$ cat src/rtl/swflag_pkg.sv
package swflag_pkg;

  typedef enum logic [2:0] {
    ST_SLEEP,
    ST_IDLE,
    ST_FLAG,
    ST_CMDW,
    ST_XMIT
  } dev_state_e;

  typedef enum logic [2:0] {
    FL_SLEEP,
    FL_IDLE,
    FL_CMD,
    FL_XMIT,
    FL_RSV
  } flag_kind_e;

  localparam logic [7:0] FLAG_SLEEP = 8'hCC;
  localparam logic [7:0] FLAG_IDLE  = 8'hBB;
  localparam logic [7:0] FLAG_CMD   = 8'h77;
  localparam logic [7:0] FLAG_XMIT  = 8'h88;

  function automatic flag_kind_e classify(input logic [7:0] b);
    case (b)
      FLAG_SLEEP: return FL_SLEEP;
      FLAG_IDLE:  return FL_IDLE;
      FLAG_CMD:   return FL_CMD;
      FLAG_XMIT:  return FL_XMIT;
      default:    return FL_RSV;
    endcase
  endfunction

  // Length limit: zero counts as one, anything beyond the depth saturates.
  function automatic int clip_count(input int n, input int depth);
    if (n <= 0) return 1;
    if (n > depth) return depth;
    return n;
  endfunction

endpackage

$ cat src/rtl/swflag_wr_cnt.sv
module swflag_wr_cnt
  import swflag_pkg::*;
#(
  parameter int CMD_DEPTH = 16,
  localparam int CAW = $clog2(CMD_DEPTH),
  localparam int CW  = $clog2(CMD_DEPTH + 1)
) (
  input  logic           clk,
  input  logic           rst_n,
  input  logic           start,
  input  logic           acc,
  input  logic [7:0]     acc_byte,
  output logic           wr_en,
  output logic [CAW-1:0] wr_addr,
  output logic [7:0]     wr_data,
  output logic           last
);

  logic [CW-1:0] cnt;
  logic [CW-1:0] limit;
  logic [CW-1:0] n_eff;

  always_comb begin
    n_eff = (cnt == '0) ? CW'(clip_count(int'(acc_byte), CMD_DEPTH)) : limit;
    last  = acc && ((cnt + 1'b1) == n_eff);
  end

  always_ff @(posedge clk or negedge rst_n) begin
    if (!rst_n) begin
      cnt     <= '0;
      limit   <= CW'(1);
      wr_en   <= 1'b0;
      wr_addr <= '0;
      wr_data <= '0;
    end else begin
      wr_en <= acc;
      if (start) begin
        cnt <= '0;
      end else if (acc) begin
        cnt     <= cnt + 1'b1;
        wr_addr <= cnt[CAW-1:0];
        wr_data <= acc_byte;
        if (cnt == '0) limit <= n_eff;
      end
    end
  end

endmodule

$ cat src/rtl/swflag_obuf_state.sv
module swflag_obuf_state
  import swflag_pkg::*;
#(
  parameter int RSP_DEPTH = 16,
  localparam int LW = $clog2(RSP_DEPTH + 1)
) (
  input  logic          clk,
  input  logic          rst_n,
  input  logic          load,
  input  logic [LW-1:0] load_len,
  input  logic          clr,
  output logic          valid,
  output logic [LW-1:0] len
);

  always_ff @(posedge clk or negedge rst_n) begin
    if (!rst_n) begin
      valid <= 1'b0;
      len   <= LW'(1);
    end else if (clr) begin
      valid <= 1'b0;
    end else if (load) begin
      valid <= 1'b1;
      len   <= LW'(clip_count(int'(load_len), RSP_DEPTH));
    end
  end

endmodule

$ cat src/rtl/swflag_tx_seq.sv
module swflag_tx_seq #(
  parameter int RSP_DEPTH = 16,
  parameter int TURN_CYC  = 4,
  localparam int RAW = $clog2(RSP_DEPTH),
  localparam int LW  = $clog2(RSP_DEPTH + 1),
  localparam int TW  = (TURN_CYC > 1) ? $clog2(TURN_CYC) : 1
) (
  input  logic           clk,
  input  logic           rst_n,
  input  logic           go,
  input  logic [LW-1:0]  len_in,
  output logic           busy,
  output logic           tx_valid,
  output logic           tx_start,
  output logic [RAW-1:0] rd_addr,
  output logic           last
);

  typedef enum logic [1:0] {TS_OFF, TS_TURN, TS_SEND} phase_e;

  phase_e        phase;
  logic [TW-1:0] tcnt;
  logic [LW-1:0] len;
  logic          turn_done;

  assign turn_done = (phase == TS_TURN) && (tcnt == TW'(TURN_CYC - 1));
  assign busy      = (phase != TS_OFF);
  assign tx_valid  = (phase == TS_SEND);
  assign tx_start  = tx_valid && (rd_addr == '0);
  assign last      = tx_valid && ((LW'(rd_addr) + 1'b1) == len);

  always_ff @(posedge clk or negedge rst_n) begin
    if (!rst_n) begin
      phase   <= TS_OFF;
      tcnt    <= '0;
      len     <= LW'(1);
      rd_addr <= '0;
    end else begin
      case (phase)
        TS_OFF: if (go) begin
          phase   <= TS_TURN;
          tcnt    <= '0;
          len     <= len_in;
          rd_addr <= '0;
        end
        TS_TURN: begin
          if (turn_done) phase <= TS_SEND;
          else           tcnt  <= tcnt + 1'b1;
        end
        TS_SEND: begin
          if (last) phase   <= TS_OFF;
          else      rd_addr <= rd_addr + 1'b1;
        end
        default: phase <= TS_OFF;
      endcase
    end
  end

endmodule

$ cat src/rtl/swflag_ctrl.sv
module swflag_ctrl
  import swflag_pkg::*;
#(
  parameter int CMD_DEPTH = 16,
  parameter int RSP_DEPTH = 16,
  parameter int TURN_CYC  = 4,
  localparam int CAW = $clog2(CMD_DEPTH),
  localparam int RAW = $clog2(RSP_DEPTH),
  localparam int LW  = $clog2(RSP_DEPTH + 1)
) (
  input  logic           clk,
  input  logic           rst_n,
  input  logic           rx_valid,
  input  logic [7:0]     rx_byte,
  input  logic           wake_pulse,
  input  logic           cmd_busy,
  input  logic           ob_load,
  input  logic [LW-1:0]  ob_load_len,
  input  logic [7:0]     ob_rd_data,
  output logic           cmd_wr_en,
  output logic [CAW-1:0] cmd_wr_addr,
  output logic [7:0]     cmd_wr_data,
  output logic [RAW-1:0] ob_rd_addr,
  output logic           tx_valid,
  output logic           tx_start,
  output logic [7:0]     tx_byte,
  output logic           sleep_st,
  output logic           idle_st,
  output logic           vol_clr,
  output logic           retain,
  output logic           wdt_clr,
  output logic           rsv_err
);

  dev_state_e st;
  flag_kind_e fl;

  // Named events, shared by the state machine and the bound checker.
  logic rx_take;
  logic ev_wake, ev_flag, ev_go_sleep, ev_go_idle, ev_cmd_start;
  logic ev_xmit, ev_rsv, ev_cmd_byte, ev_cmd_last, ev_xmit_end;
  logic ob_clr, ob_valid;
  logic [LW-1:0] ob_len;
  logic seq_busy;

  assign fl           = classify(rx_byte);
  assign rx_take      = rx_valid && !cmd_busy;
  assign ev_wake      = wake_pulse && ((st == ST_SLEEP) || (st == ST_IDLE));
  assign ev_flag      = rx_take && (st == ST_FLAG);
  assign ev_go_sleep  = ev_flag && (fl == FL_SLEEP);
  assign ev_go_idle   = ev_flag && (fl == FL_IDLE);
  assign ev_cmd_start = ev_flag && (fl == FL_CMD);
  assign ev_xmit      = ev_flag && (fl == FL_XMIT) && ob_valid;
  assign ev_rsv       = ev_flag && (fl == FL_RSV);
  assign ev_cmd_byte  = rx_take && (st == ST_CMDW);
  assign ob_clr       = ev_go_sleep || ev_go_idle || ev_cmd_byte;

  swflag_wr_cnt #(.CMD_DEPTH(CMD_DEPTH)) u_wr (
    .clk      (clk),
    .rst_n    (rst_n),
    .start    (ev_cmd_start),
    .acc      (ev_cmd_byte),
    .acc_byte (rx_byte),
    .wr_en    (cmd_wr_en),
    .wr_addr  (cmd_wr_addr),
    .wr_data  (cmd_wr_data),
    .last     (ev_cmd_last)
  );

  swflag_obuf_state #(.RSP_DEPTH(RSP_DEPTH)) u_ob (
    .clk      (clk),
    .rst_n    (rst_n),
    .load     (ob_load),
    .load_len (ob_load_len),
    .clr      (ob_clr),
    .valid    (ob_valid),
    .len      (ob_len)
  );

  swflag_tx_seq #(.RSP_DEPTH(RSP_DEPTH), .TURN_CYC(TURN_CYC)) u_tx (
    .clk      (clk),
    .rst_n    (rst_n),
    .go       (ev_xmit),
    .len_in   (ob_len),
    .busy     (seq_busy),
    .tx_valid (tx_valid),
    .tx_start (tx_start),
    .rd_addr  (ob_rd_addr),
    .last     (ev_xmit_end)
  );

  assign tx_byte  = tx_valid ? ob_rd_data : 8'h00;
  assign sleep_st = (st == ST_SLEEP);
  assign idle_st  = (st == ST_IDLE);

  always_ff @(posedge clk or negedge rst_n) begin
    if (!rst_n) begin
      st      <= ST_SLEEP;
      vol_clr <= 1'b0;
      retain  <= 1'b0;
      wdt_clr <= 1'b0;
      rsv_err <= 1'b0;
    end else begin
      vol_clr <= ev_go_sleep;
      retain  <= ev_go_idle;
      wdt_clr <= ev_wake;
      if (ev_go_sleep)  rsv_err <= 1'b0;
      else if (ev_rsv)  rsv_err <= 1'b1;
      case (st)
        ST_SLEEP, ST_IDLE: if (ev_wake) st <= ST_FLAG;
        ST_FLAG: begin
          if (ev_go_sleep)       st <= ST_SLEEP;
          else if (ev_go_idle)   st <= ST_IDLE;
          else if (ev_cmd_start) st <= ST_CMDW;
          else if (ev_xmit)      st <= ST_XMIT;
        end
        ST_CMDW: if (ev_cmd_last) st <= ST_FLAG;
        ST_XMIT: if (ev_xmit_end || !seq_busy) st <= ST_FLAG;
        default: st <= ST_SLEEP;
      endcase
    end
  end

endmodule

$ cat config.mk
export PLATFORM = sky130hd
export DESIGN_NAME = swflag_ctrl
export DESIGN_NICKNAME = d
export VERILOG_FILES = /design/src/rtl/swflag_pkg.sv /design/src/rtl/swflag_wr_cnt.sv /design/src/rtl/swflag_obuf_state.sv /design/src/rtl/swflag_tx_seq.sv /design/src/rtl/swflag_ctrl.sv
export SDC_FILE = /design/constraint.sdc
export NUM_CORES = 1
export LEC_CHECK = 0
export ABC_CLOCK_PERIOD_IN_PS = 6180
export BUFFER_PORTS_ARGS = -buffer_cell sky130_fd_sc_hd__clkbuf_2
export CELL_PAD_IN_SITES_DETAIL_PLACEMENT = 0
export CELL_PAD_IN_SITES_GLOBAL_PLACEMENT = 1
export CORE_ASPECT_RATIO = 1.5
export CORE_MARGIN = 2
export CORE_UTILIZATION = 44
export DETAILED_ROUTE_END_ITERATION = 7
export PLACE_DENSITY = 0.93
export SYNTH_ARGS = -nofsm -noshare
export SYNTH_HDL_FRONTEND = slang
export SYNTH_SLANG_ARGS = --single-unit
$ cat constraint.sdc
create_clock -name clk -period 6.18 [get_ports clk]
set_clock_uncertainty 0.15 [all_clocks]
set_input_delay 0.927 -clock clk [delete_from_list [all_inputs] [get_ports clk]]
set_output_delay 0.927 -clock clk [all_outputs]
set_load 0.005 [all_outputs]
==> impl_metrics.py, run 1 <==
metrics = {
    "outcome": {
        "status": "finished clean",
    },
    "global_route": {
        "grt_pass1_wl_mm": 9.60,
        "grt_util_all_layers_pct": 18.7,
        "gr-total-overflow": 0,
        "antenna_found_initial": 0,
        "grt_max_degree": 50,
        "first_global_vias": 2108,
    },
    "synthesis": {
        "synth-async-reset-ratio_pct": 100,
        "avgSynthCellArea_um2": 9.65,
        "synth_xor_area_share_pct": 4.18,
        "ys_top_cells_by_area": "dfrtp_1 44%, nand2_1 6.7%, mux2_2 5.6%",
        "synthTopCellsByCount": "47 x nand2_1, 46 x dfrtp_1, 17 x o21ai_0, 14 x nor2_1, 13 x mux2_2",
        "synth_top_family_by_area": "simple AND/OR/NAND/NOR gates",
        "synthAdderAreaFrac_pct": 2.38,
        "synth.distinct_cells": 59,
        "ys_seq_area_share_pct": 46.7,
        "yosysTopAreaCell": "dfrtp_1",
        "synth-simple-area-share_pct": 23.4,
        "ys.flop_type": "dfrtp_1",
        "yosys_warnings": 0,
        "synth_mux_area_share_pct": 6.70,
        "synthesis.nets": 305,
        "synth_cells": 273,
        "ys_seq_elements": 49,
        "syn-cell-area_mm2": 0.00263,
        "synth_top_area_share_pct": 43.7,
        "synth_compound_area_share_pct": 13.1,
        "synth_edf_count": 0,
        "synthMostInstantiatedCell": "nand2_1",
    },
    "floorplan": {
        "die_h_um": 98.8,
        "num_rows": 34,
        "initial_utilization_pct": 45.5,
        "die_w_um": 67.2,
        "coreArea_mm2": 0.00579,
        "dieArea_mm2": 0.00663,
        "io_pins": 60,
    },
    "min_path": {
        "min_path_type": "reg -> reg",
        "min-delay-start": "u_wr.wr_data[1]",
        "holdPathEnd": "u_wr.wr_data[1]",
        "hold_depth": 2,
    },
    "power": {
        "p_seq_share_pct": 53.7,
        "internal_power_mw": 0.494,
        "p_leak_nw": 1.52,
        "pwr-share-comb_pct": 17.5,
        "ir_worst_vdd_mv": 0.172,
        "p_clk_share_pct": 28.8,
        "net-switching-power_mw": 0.195,
        "cellPowerDensity_mw_per_mm2": 224,
        "p_sw_share_pct": 28.3,
    },
    "setup_path": {
        "critPathLaunchType": "input port",
        "endpoint_kind": "register",
        "crit_fanout": 6,
        "crit_arrival_ps": 2820,
        "critPathRequiredTime_ps": 6220,
        "path_class": "in -> reg",
        "worstReg2RegEnd": "u_wr.limit[1]",
        "reg2reg_slack_ps": 3560,
        "r2r-start": "u_wr.cnt[0]",
        "ff2ff_path_depth": 6,
    },
    "clock_tree": {
        "cts_sinks": 49,
        "cts_max_level": 2,
        "clk-insertion-delay-late_ps": 300,
        "cts_tree": "built",
        "cts_made_buffers": 5,
        "clk_pin_slew_worst_paths_ps": 90,
        "cts_resized": 0,
        "hold_buffers": 0,
        "cts_setup_buffers": 0,
        "root_buffer": "clkbuf_8",
        "cts_max_path_buffers": 2,
    },
    "cells_and_area": {
        "drive_gt1_share_pct": 29.1,
        "fin_area_mm2": 0.00307,
        "sequential_cell_area_mm2": 0.00123,
        "multiInputGateArea_mm2": 0.00131,
        "fin_nets": 361,
        "areaGrowthSynthToFinish_pct": 16.7,
        "diodes": 0,
        "fill_cells": 566,
    },
    "placed_design": {
        "place_congestion": 0.945,
        "place_hpwl_mm": 4.29,
        "place_area_mm2": 0.00298,
        "io_buffers": 59,
    },
    "route": {
        "drtIter0Drc": 46,
        "drc": 0,
        "drt-pass1-iter-count": 4,
        "routedWlPerCell_um": 14.2,
        "vias_per_cell": 5.37,
        "ant_nets": 0,
        "routed_wl_mm": 5.71,
        "vias": 2157,
    },
    "sta": {
        "post-route-min-period_ps": 2770,
        "max_freq_mhz": 361,
        "fin_setup_tns_ps": 0,
        "hold_violations": 0,
        "slew_headroom_pct": 43.7,
        "timing.final.crit_share_pct": 44.9,
        "tightestPinTransition_ps": 833,
        "setup_viol_count_final": 0,
        "drv_slew": 0,
        "rsz0062_at_grt": "false",
    },
    "job": {
        "maxCapViolCount": 0,
    },
}
==> worst max-delay path by stage <==
stage               start  cells after the start               to
6_report       rx_byte[1]                      6      u_ob.len[3]
5_1_grt          rx_valid                      8    u_wr.limit[1]
4_1_cts        rx_byte[1]                      6      u_ob.len[3]
3_5_place_dp   rx_byte[1]                      6      u_ob.len[3]
3_3_place_gp     rx_valid                      8    u_wr.limit[1]
2_1_floorplan  rx_byte[1]                      6  u_tx.rd_addr[1]
==> cell usage in the layout, fill, tap and decap left out, drive strengths merged, types with 3 or more instances in the layout <==
cell type and count:
ha 5, mux2 13, xor2 4, nand2 47
dfstp 3, nor3 6, a21oi 6, xnor2 6
a22oi 3, inv 10, and2 4, o21ai 17
nand3 8, nor2 14, or4 4, clkbuf 65
dfrtp 46, a22o 5, mux2i 3, nor2b 5
and3 12, or3 3, nand2b 3
==> routing by layer <==
layer | share of wire [%] | routed length, um | GRT usage (%) | vias to the layer above
li1 | - | - | - | 1071
met1 | 41 | 2350 | 21.7 | 1023
met2 | 54 | 3060 | 33.5 | 55
met3 | 3.7 | 209 | 3.08 | 8
met4 | 1.5 | 87 | 6.75 | 0
met5 | 0 | 0 | 0 | -
==> worst max-delay path: stages <==
cell,delay (ps)
clkbuf_2,130
or4_1,660
a21o_2,260
a21boi_0,150
o211ai_2,320
mux2_2,380
==> per-stage QoR <==
| stage | worst slack [ps] | std cells | hold WS [ps] | power, mW | util (%) |
|---|---|---|---|---|---|
| 3_3_place_gp | 3130 | 394 | 311 | 0.495 | 51.5 |
| 6_report | 3410 | 402 | 331 | 0.689 | 53.1 |
| 2_1_floorplan | 3300 | 273 | 299 | 0.442 | - |
| 3_5_place_dp | 3080 | 394 | 316 | 0.498 | 51.5 |
| 4_1_cts | 3410 | 402 | 339 | 0.697 | 53.1 |
| 5_1_grt | 3260 | 402 | 367 | 0.729 | 53.1 |
==> power by group through the flow <==
stage          Sequential (mW)  Clock, mW  Combinational, mW
2_1_floorplan            0.367          0             0.0748
3_3_place_gp             0.374          0              0.121
3_5_place_dp             0.374          0              0.124
4_1_cts                  0.369      0.205              0.123
5_1_grt                  0.374      0.217              0.137
6_report                 0.370      0.198              0.121
==> cell families after synthesis <==
group           count (synthesis)
simple gates                  120
compound gates                 50
flops                          49
buf+inv                        22
mux                            16
xor+xnor                       11
fa+ha+maj                       5
==> flip-flops by register name, indices dropped and copies added (netlist names) <==
register and cells:
u_wr.wr_data 8, u_ob.len 5, u_tx.len 5, u_wr.cnt 5, u_wr.limit 5, u_tx.rd_addr 4, u_wr.wr_addr 4, st 3
u_tx.phase 2, u_tx.tcnt 2, retain 1, rsv_err 1, u_ob.valid 1, u_wr.wr_en 1, vol_clr 1, wdt_clr 1
==> layout make-up <==
cell class,instances,share of cell area [%]
Multi-Input combinational cell,202,42.6
Sequential cell,49,40.0
Timing Repair Buffer,61,10.1
Tap cell,72,2.93
Clock buffer,6,2.69
Inverter,10,1.22
Clock inverter,2,0.448
(Power assumes the default switching activity.)
==> run 2: changes to the inputs <==
ABC_CLOCK_PERIOD_IN_PS = 2440   (was 6180)
CORE_UTILIZATION = 37   (was 44)
PLACE_DENSITY = 0.84   (was 0.93)
clock period = 2.44 ns   (was 6.18 ns; I/O delays follow)
==> run 2 against run 1 <==
  * Global-route usage is 2.6 points lower
  * Critical path depth stayed put
  * Total power grew to 2.6 times the previous value
  * Setup slack worse by 3200 ps
  * Via count is 4.8% higher
  * Count of clock-buffer cells in the layout stayed put
  * Register-to-register slack worse by 3400 ps
  * Worst hold slack worse by 330 ps
  * Combinational power grew to 3.2 times the previous value
  * Sequential cell count stayed put
==> impl_metrics.py, run 2 (synthesized netlist as in run 1, its figures left out) <==
metrics = {
    "outcome": {
        "status": "finished clean",
    },
    "clock_tree": {
        "root_buffer": "clkbuf_8",
        "cts_max_path_buffers": 2,
        "cts_max_level": 2,
        "cts_sinks": 49,
        "clk-insertion-delay-late_ps": 300,
        "cts_setup_buffers": 0,
        "cts_made_buffers": 5,
        "clk_pin_slew_worst_paths_ps": 90,
        "cts_tree": "built",
    },
    "cells_and_area": {
        "diodes": 0,
        "fin_nets": 381,
        "final_cell_mix": "59 x clkbuf_2, 47 x nand2_1, 46 x dfrtp_1, 22 x buf_4, 17 x o21ai_0",
        "fin_cells": 428,
        "top_register": "u_wr.wr_data",
        "drive_gt1_share_pct": 33.1,
        "final_common_cell": "clkbuf_2",
        "finalCoreUtilization_pct": 46.9,
        "largest_reg_flops": 8,
        "areaGrowthSynthToFinish_pct": 22.9,
    },
    "floorplan": {
        "coreArea_mm2": 0.00690,
        "io_pins": 60,
        "dieArea_mm2": 0.00782,
        "num_rows": 37,
        "die_h_um": 107,
        "die_w_um": 72.9,
        "initial_utilization_pct": 38.2,
    },
    "power": {
        "p_leak_nw": 1.61,
        "pwr-share-comb_pct": 21.4,
        "internal_power_mw": 1.30,
        "p_seq_share_pct": 50.6,
        "cellPowerDensity_mw_per_mm2": 558,
        "p_clk_share_pct": 28.1,
        "p_total_mw": 1.81,
        "net-switching-power_mw": 0.507,
        "ir_worst_vdd_mv": 0.324,
        "p_sw_share_pct": 28.1,
    },
    "setup_path": {
        "cp_slowest_stage_delay_ps": 460,
        "cpMaxStageDelayCell": "dfrtp_1",
        "path_cells": "ha_1 > and4b_1 > a22o_1 > o211ai_1 > and2_1 > mux2_2",
        "critPathLaunchType": "register",
        "crit_arrival_ps": 2320,
        "crit_fanout": 6,
        "cp.buffers_inverters": 0,
        "r2r-start": "u_tx.rd_addr[0]",
        "endpoint_kind": "register",
        "critical_path.top_delay_family": "simple AND/OR/NAND/NOR gates",
        "setup.worst_path.start": "u_tx.rd_addr[0]",
        "path_class": "reg -> reg",
        "critPathRequiredTime_ps": 2490,
    },
    "global_route": {
        "grt_pass1_wl_mm": 9.85,
        "grt_max_degree": 50,
        "first_global_vias": 2199,
        "gr-total-overflow": 0,
        "grt_util_all_layers_pct": 16.1,
        "antenna_found_initial": 0,
    },
    "placed_design": {
        "place_hpwl_mm": 4.55,
        "place_congestion": 0.832,
        "place.detailed.instances": 420,
        "place_ws_ps": -44.4,
        "io_buffers": 59,
    },
    "route": {
        "drc": 0,
        "drtIter0Drc": 70,
        "ant_nets": 0,
        "drt-pass1-iter-count": 4,
        "vias": 2261,
        "vias_per_cell": 5.28,
        "routed_wl_mm": 5.86,
        "routedWlPerCell_um": 13.7,
    },
    "sta": {
        "hold_violations": 0,
        "layout_setup_ws_ps": 170,
        "setup_viol_count_final": 0,
        "max_freq_mhz": 440,
        "rsz0062_at_grt": "false",
        "fin_setup_tns_ps": 0,
        "post-route-min-period_ps": 2270,
        "timing.final.crit_share_pct": 93.0,
        "tightestPinTransition_ps": 610,
        "drv_slew": 0,
        "slew_headroom_pct": 59.3,
    },
    "min_path": {
        "min_path_type": "in -> async",
    },
    "job": {
        "maxCapViolCount": 0,
    },
}
## run 2: changes by cell type in the layout (fill, tap and decap cells not counted)
cell	change
or4b_2	-1
or4b_4	+1
buf_4	+20
## run 2: routing by layer
metal	GRT usage (%)	vias up	wire, um
li1	-	1115	-
met1	18.7	1080	2390
met2	29.4	60	3160
met3	2.72	6	247
met4	5.29	0	61
met5	0	-	0
## run 2: power groups by stage
stage          clock (mW)  sequential [mW]  combinational [mW]
2_1_floorplan           0            0.930               0.190
3_3_place_gp            0            0.928               0.380
3_5_place_dp            0            0.929               0.389
4_1_cts             0.524            0.914               0.389
5_1_grt             0.559            0.922               0.433
6_report            0.507            0.913               0.386
## run 2: what timing repair did
| item | CTS | global route |
|---|---|---|
| hold buffers | 0 | 0 |
| resized for setup | 0 | 1 |
| setup endpoints to repair | 0 | 1 |
## run 2: layout make-up
type,instances,area [um^2]
clock buffers,6,82.6
clock inverters,2,13.8
fillers,684,3660
inverters,10,37.5
multi-input cells,202,1310
flip-flops and latches,49,1230
well taps,78,97.6
repair buffers,81,460
## run 2: path summary, 6_finish.rpt
kind | endpoint | slack [ps] | cells past startpoint
worst max register to register | u_tx.rd_addr[1] | 170 | 6
worst max-delay path | u_tx.rd_addr[1] | 170 | 6
worst min-delay path | u_wr.cnt[1] | 2 | 2
min in group clk | wdt_clr | 140 | 3
max in group asynchronous | wdt_clr | 1720 | 2
worst min register to register | u_wr.wr_data[1] | 330 | 2
## run 2: per-stage QoR
| stage | hold slack, ps | cell area (um^2) |
|---|---|---|
| floorplan | -79.6 | 2630 |
| CTS | 25.0 | 3230 |
| global placement | 309 | 3140 |
| global route | 60.6 | 3240 |
| detailed placement | 311 | 3140 |
| finish | 1.57 | 3240 |
==> run 3: changes to the inputs <==
CORE_UTILIZATION = 38   (was 37)
SYNTH_HIERARCHICAL = 1   (was default)
==> run 3 against run 2 <==
  * The run now ends with setup timing left
  * Clock power is 20% higher
  * Die area is 3.5% higher
  * Critical path depth is 3 higher
  * Critical endpoint is now st[2]
  * Synthesized cell count is 1.5% lower
  * Setup slack worse by 340 ps
==> impl_metrics.py, run 3 <==
metrics = {
    "outcome": {
        "status": "finished with violations",
        "violations": "setup timing",
    },
    "synthesis": {
        "synth_edf_count": 0,
        "ys_seq_area_share_pct": 43.9,
        "synthMostInstantiatedCell": "dfrtp_1",
        "yosys_warnings": 6,
        "synth-async-reset-ratio_pct": 100,
        "ys_seq_elements": 49,
        "ys.flop_type": "dfrtp_1",
        "synthTopCellsByCount": "46 x dfrtp_1, 24 x nand2_1, 15 x mux2_2, 13 x nor2_1, 12 x o21ai_0",
        "avgSynthCellArea_um2": 10.4,
        "ys_top_cells_by_area": "dfrtp_1 41%, mux2_2 6.0%, nand2_1 3.2%",
        "synth_cells": 269,
        "yosysTopAreaCell": "dfrtp_1",
        "synth.distinct_cells": 67,
        "synthesis.nets": 301,
        "syn-cell-area_mm2": 0.00280,
        "synth_top_area_share_pct": 41.1,
    },
    "cells_and_area": {
        "final_common_cell": "clkbuf_2",
        "diodes": 0,
        "final_cell_mix": "59 x clkbuf_2, 45 x dfrtp_1, 41 x buf_4, 24 x nand2_1, 14 x mux2_2",
        "largest_reg_flops": 8,
        "fin_area_mm2": 0.00365,
        "fill_cells": 645,
        "sequential_cell_area_mm2": 0.00123,
        "top_register": "u_wr/wr_data",
        "drive_gt1_share_pct": 43.4,
        "fin_nets": 397,
        "finalCoreUtilization_pct": 50.8,
        "multiInputGateArea_mm2": 0.00152,
        "areaGrowthSynthToFinish_pct": 30.0,
    },
    "sta": {
        "max_freq_mhz": 383,
        "setup_viol_count_final": 1,
        "hold_violations": 0,
        "fin_setup_tns_ps": -174,
        "slew_headroom_pct": 73.1,
        "tightestPinTransition_ps": 400,
        "rsz0062_at_grt": "true",
        "layout_setup_ws_ps": -174,
        "drv_slew": 0,
        "post-route-min-period_ps": 2610,
        "timing.final.crit_share_pct": 107,
    },
    "route": {
        "drc": 0,
        "ant_nets": 0,
        "vias_per_cell": 5.09,
        "drt-pass1-iter-count": 4,
        "drtIter0Drc": 80,
        "routed_wl_mm": 6.38,
        "routedWlPerCell_um": 13.7,
        "vias": 2373,
    },
    "setup_path": {
        "endpoint_kind": "register",
        "critPathRequiredTime_ps": 2480,
        "cp_slowest_stage_delay_ps": 470,
        "reg2reg_slack_ps": -170,
        "critical_path.top_delay_family": "simple AND/OR/NAND/NOR gates",
        "critPathLaunchType": "register",
        "cp.buffers_inverters": 1,
        "path_class": "reg -> reg",
        "crit_fanout": 3,
        "cpMaxStageDelayCell": "or4b_4",
        "path_cells": "inv_2 > ha_4 > or4b_4 > nand2_2 > and3_4 > o221ai_2 > nor4_2 > and4bb_2 > o32a_1",
        "crit_arrival_ps": 2660,
    },
    "clock_tree": {
        "root_buffer": "clkbuf_8",
        "clk-insertion-delay-late_ps": 300,
        "cts_tree": "built",
        "clk_pin_slew_worst_paths_ps": 90,
        "cts_max_level": 2,
        "cts_sinks": 49,
        "cts_made_buffers": 5,
        "cts_max_path_buffers": 2,
    },
    "global_route": {
        "grt_pass1_wl_mm": 10.5,
        "grt_util_all_layers_pct": 16.6,
        "antenna_found_initial": 0,
        "grt_max_degree": 30,
        "gr-total-overflow": 0,
        "first_global_vias": 2418,
    },
    "power": {
        "ir_worst_vdd_mv": 0.418,
        "p_leak_nw": 1.70,
        "cellPowerDensity_mw_per_mm2": 738,
    },
    "placed_design": {
        "place_area_mm2": 0.00348,
        "place_congestion": 0.788,
        "io_buffers": 59,
        "place_hpwl_mm": 4.97,
    },
    "floorplan": {
        "io_pins": 60,
        "coreArea_mm2": 0.00718,
        "initial_utilization_pct": 39.1,
        "die_w_um": 74.1,
        "die_h_um": 109,
        "num_rows": 38,
        "dieArea_mm2": 0.00810,
    },
    "job": {
        "maxCapViolCount": 0,
    },
    "min_path": {
        "min_path_type": "in -> reg",
    },
}
[run 3: layout make-up]
cell class	count	area share [%]
repair buffers	101	16.8
flip-flops and latches	49	33.8
clock buffers	6	2.26
inverters	11	1.13
well taps	100	3.43
multi-input cells	197	41.6
clock inverters	2	1.03
[run 3: final timing paths]
kind / start / to / depth (start not counted)
max in group asynchronous: rst_n / u_tx/len[0] / 3
hold / removal: ob_load_len[4] / u_ob/len[0] / 2
setup / recovery: u_wr/cnt[0] / st[2] / 9
hold reg to reg: u_wr/limit[0] / u_wr/limit[0] / 2
min in group asynchronous: rst_n / u_wr/cnt[0] / 2
setup reg to reg: u_wr/cnt[0] / st[2] / 9
[run 3: cells by family after synthesis]
| kind of cell | after synthesis | share of synthesized area (%) |
|---|---|---|
| AO/OA/AOI/OAI | 52 | 12.5 |
| XOR/XNOR | 14 | 4.64 |
| adder cells (fa/ha/maj) | 5 | 2.23 |
| buffers and inverters | 23 | 4.51 |
| flip-flops | 49 | 43.9 |
| multiplexers | 22 | 9.06 |
| AND/OR/NAND/NOR | 104 | 23.2 |
[run 3: where the power goes]
group,internal (mW),switching (mW)
Clock,0.333,0.274
Combinational,0.534,0.478
Sequential,0.944,0.129
[run 3: metal layers]
| metal | vias to the layer above | track usage, % | part of all wire [%] |
|---|---|---|---|
| li1 | 1148 | - | - |
| met3 | 12 | 2.40 | 3.9 |
| met4 | 0 | 5.45 | 1.9 |
| met2 | 74 | 32.0 | 55 |
| met1 | 1139 | 17.9 | 40 |
| met5 | - | 0 | 0 |
[run 3: worst register-to-register path: stages, from the launching register on]
cell and delay (ps):
dfrtp_2 440, inv_2 80, ha_4 130, or4b_4 470
nand2_2 100, and3_4 180, o221ai_2 110, nor4_2 290
and4bb_2 270, o32a_1 280
[run 3: repair_timing]
item	in CTS	in global routing
hold buffers	1	0
cloned	0	0
resized for setup	1	2
buffers inserted	2	2
pin swaps	1	3
endpoints found under the setup margin	1	2
endpoints found under the hold margin	46	0
[run 3: metrics by stage]
stage / setup WS [ps] / std cells / power (mW) / hold slack [ps]
after floorplan: -66.8 / 269 / 1.68 / -79.6
after global placement: -86.3 / 453 / 2.04 / 16.9
after detailed placement: -148 / 453 / 2.07 / 15.4
after CTS: -153 / 464 / 2.71 / 108
after global routing: -255 / 466 / 2.86 / 103
final: -174 / 466 / 2.69 / 112
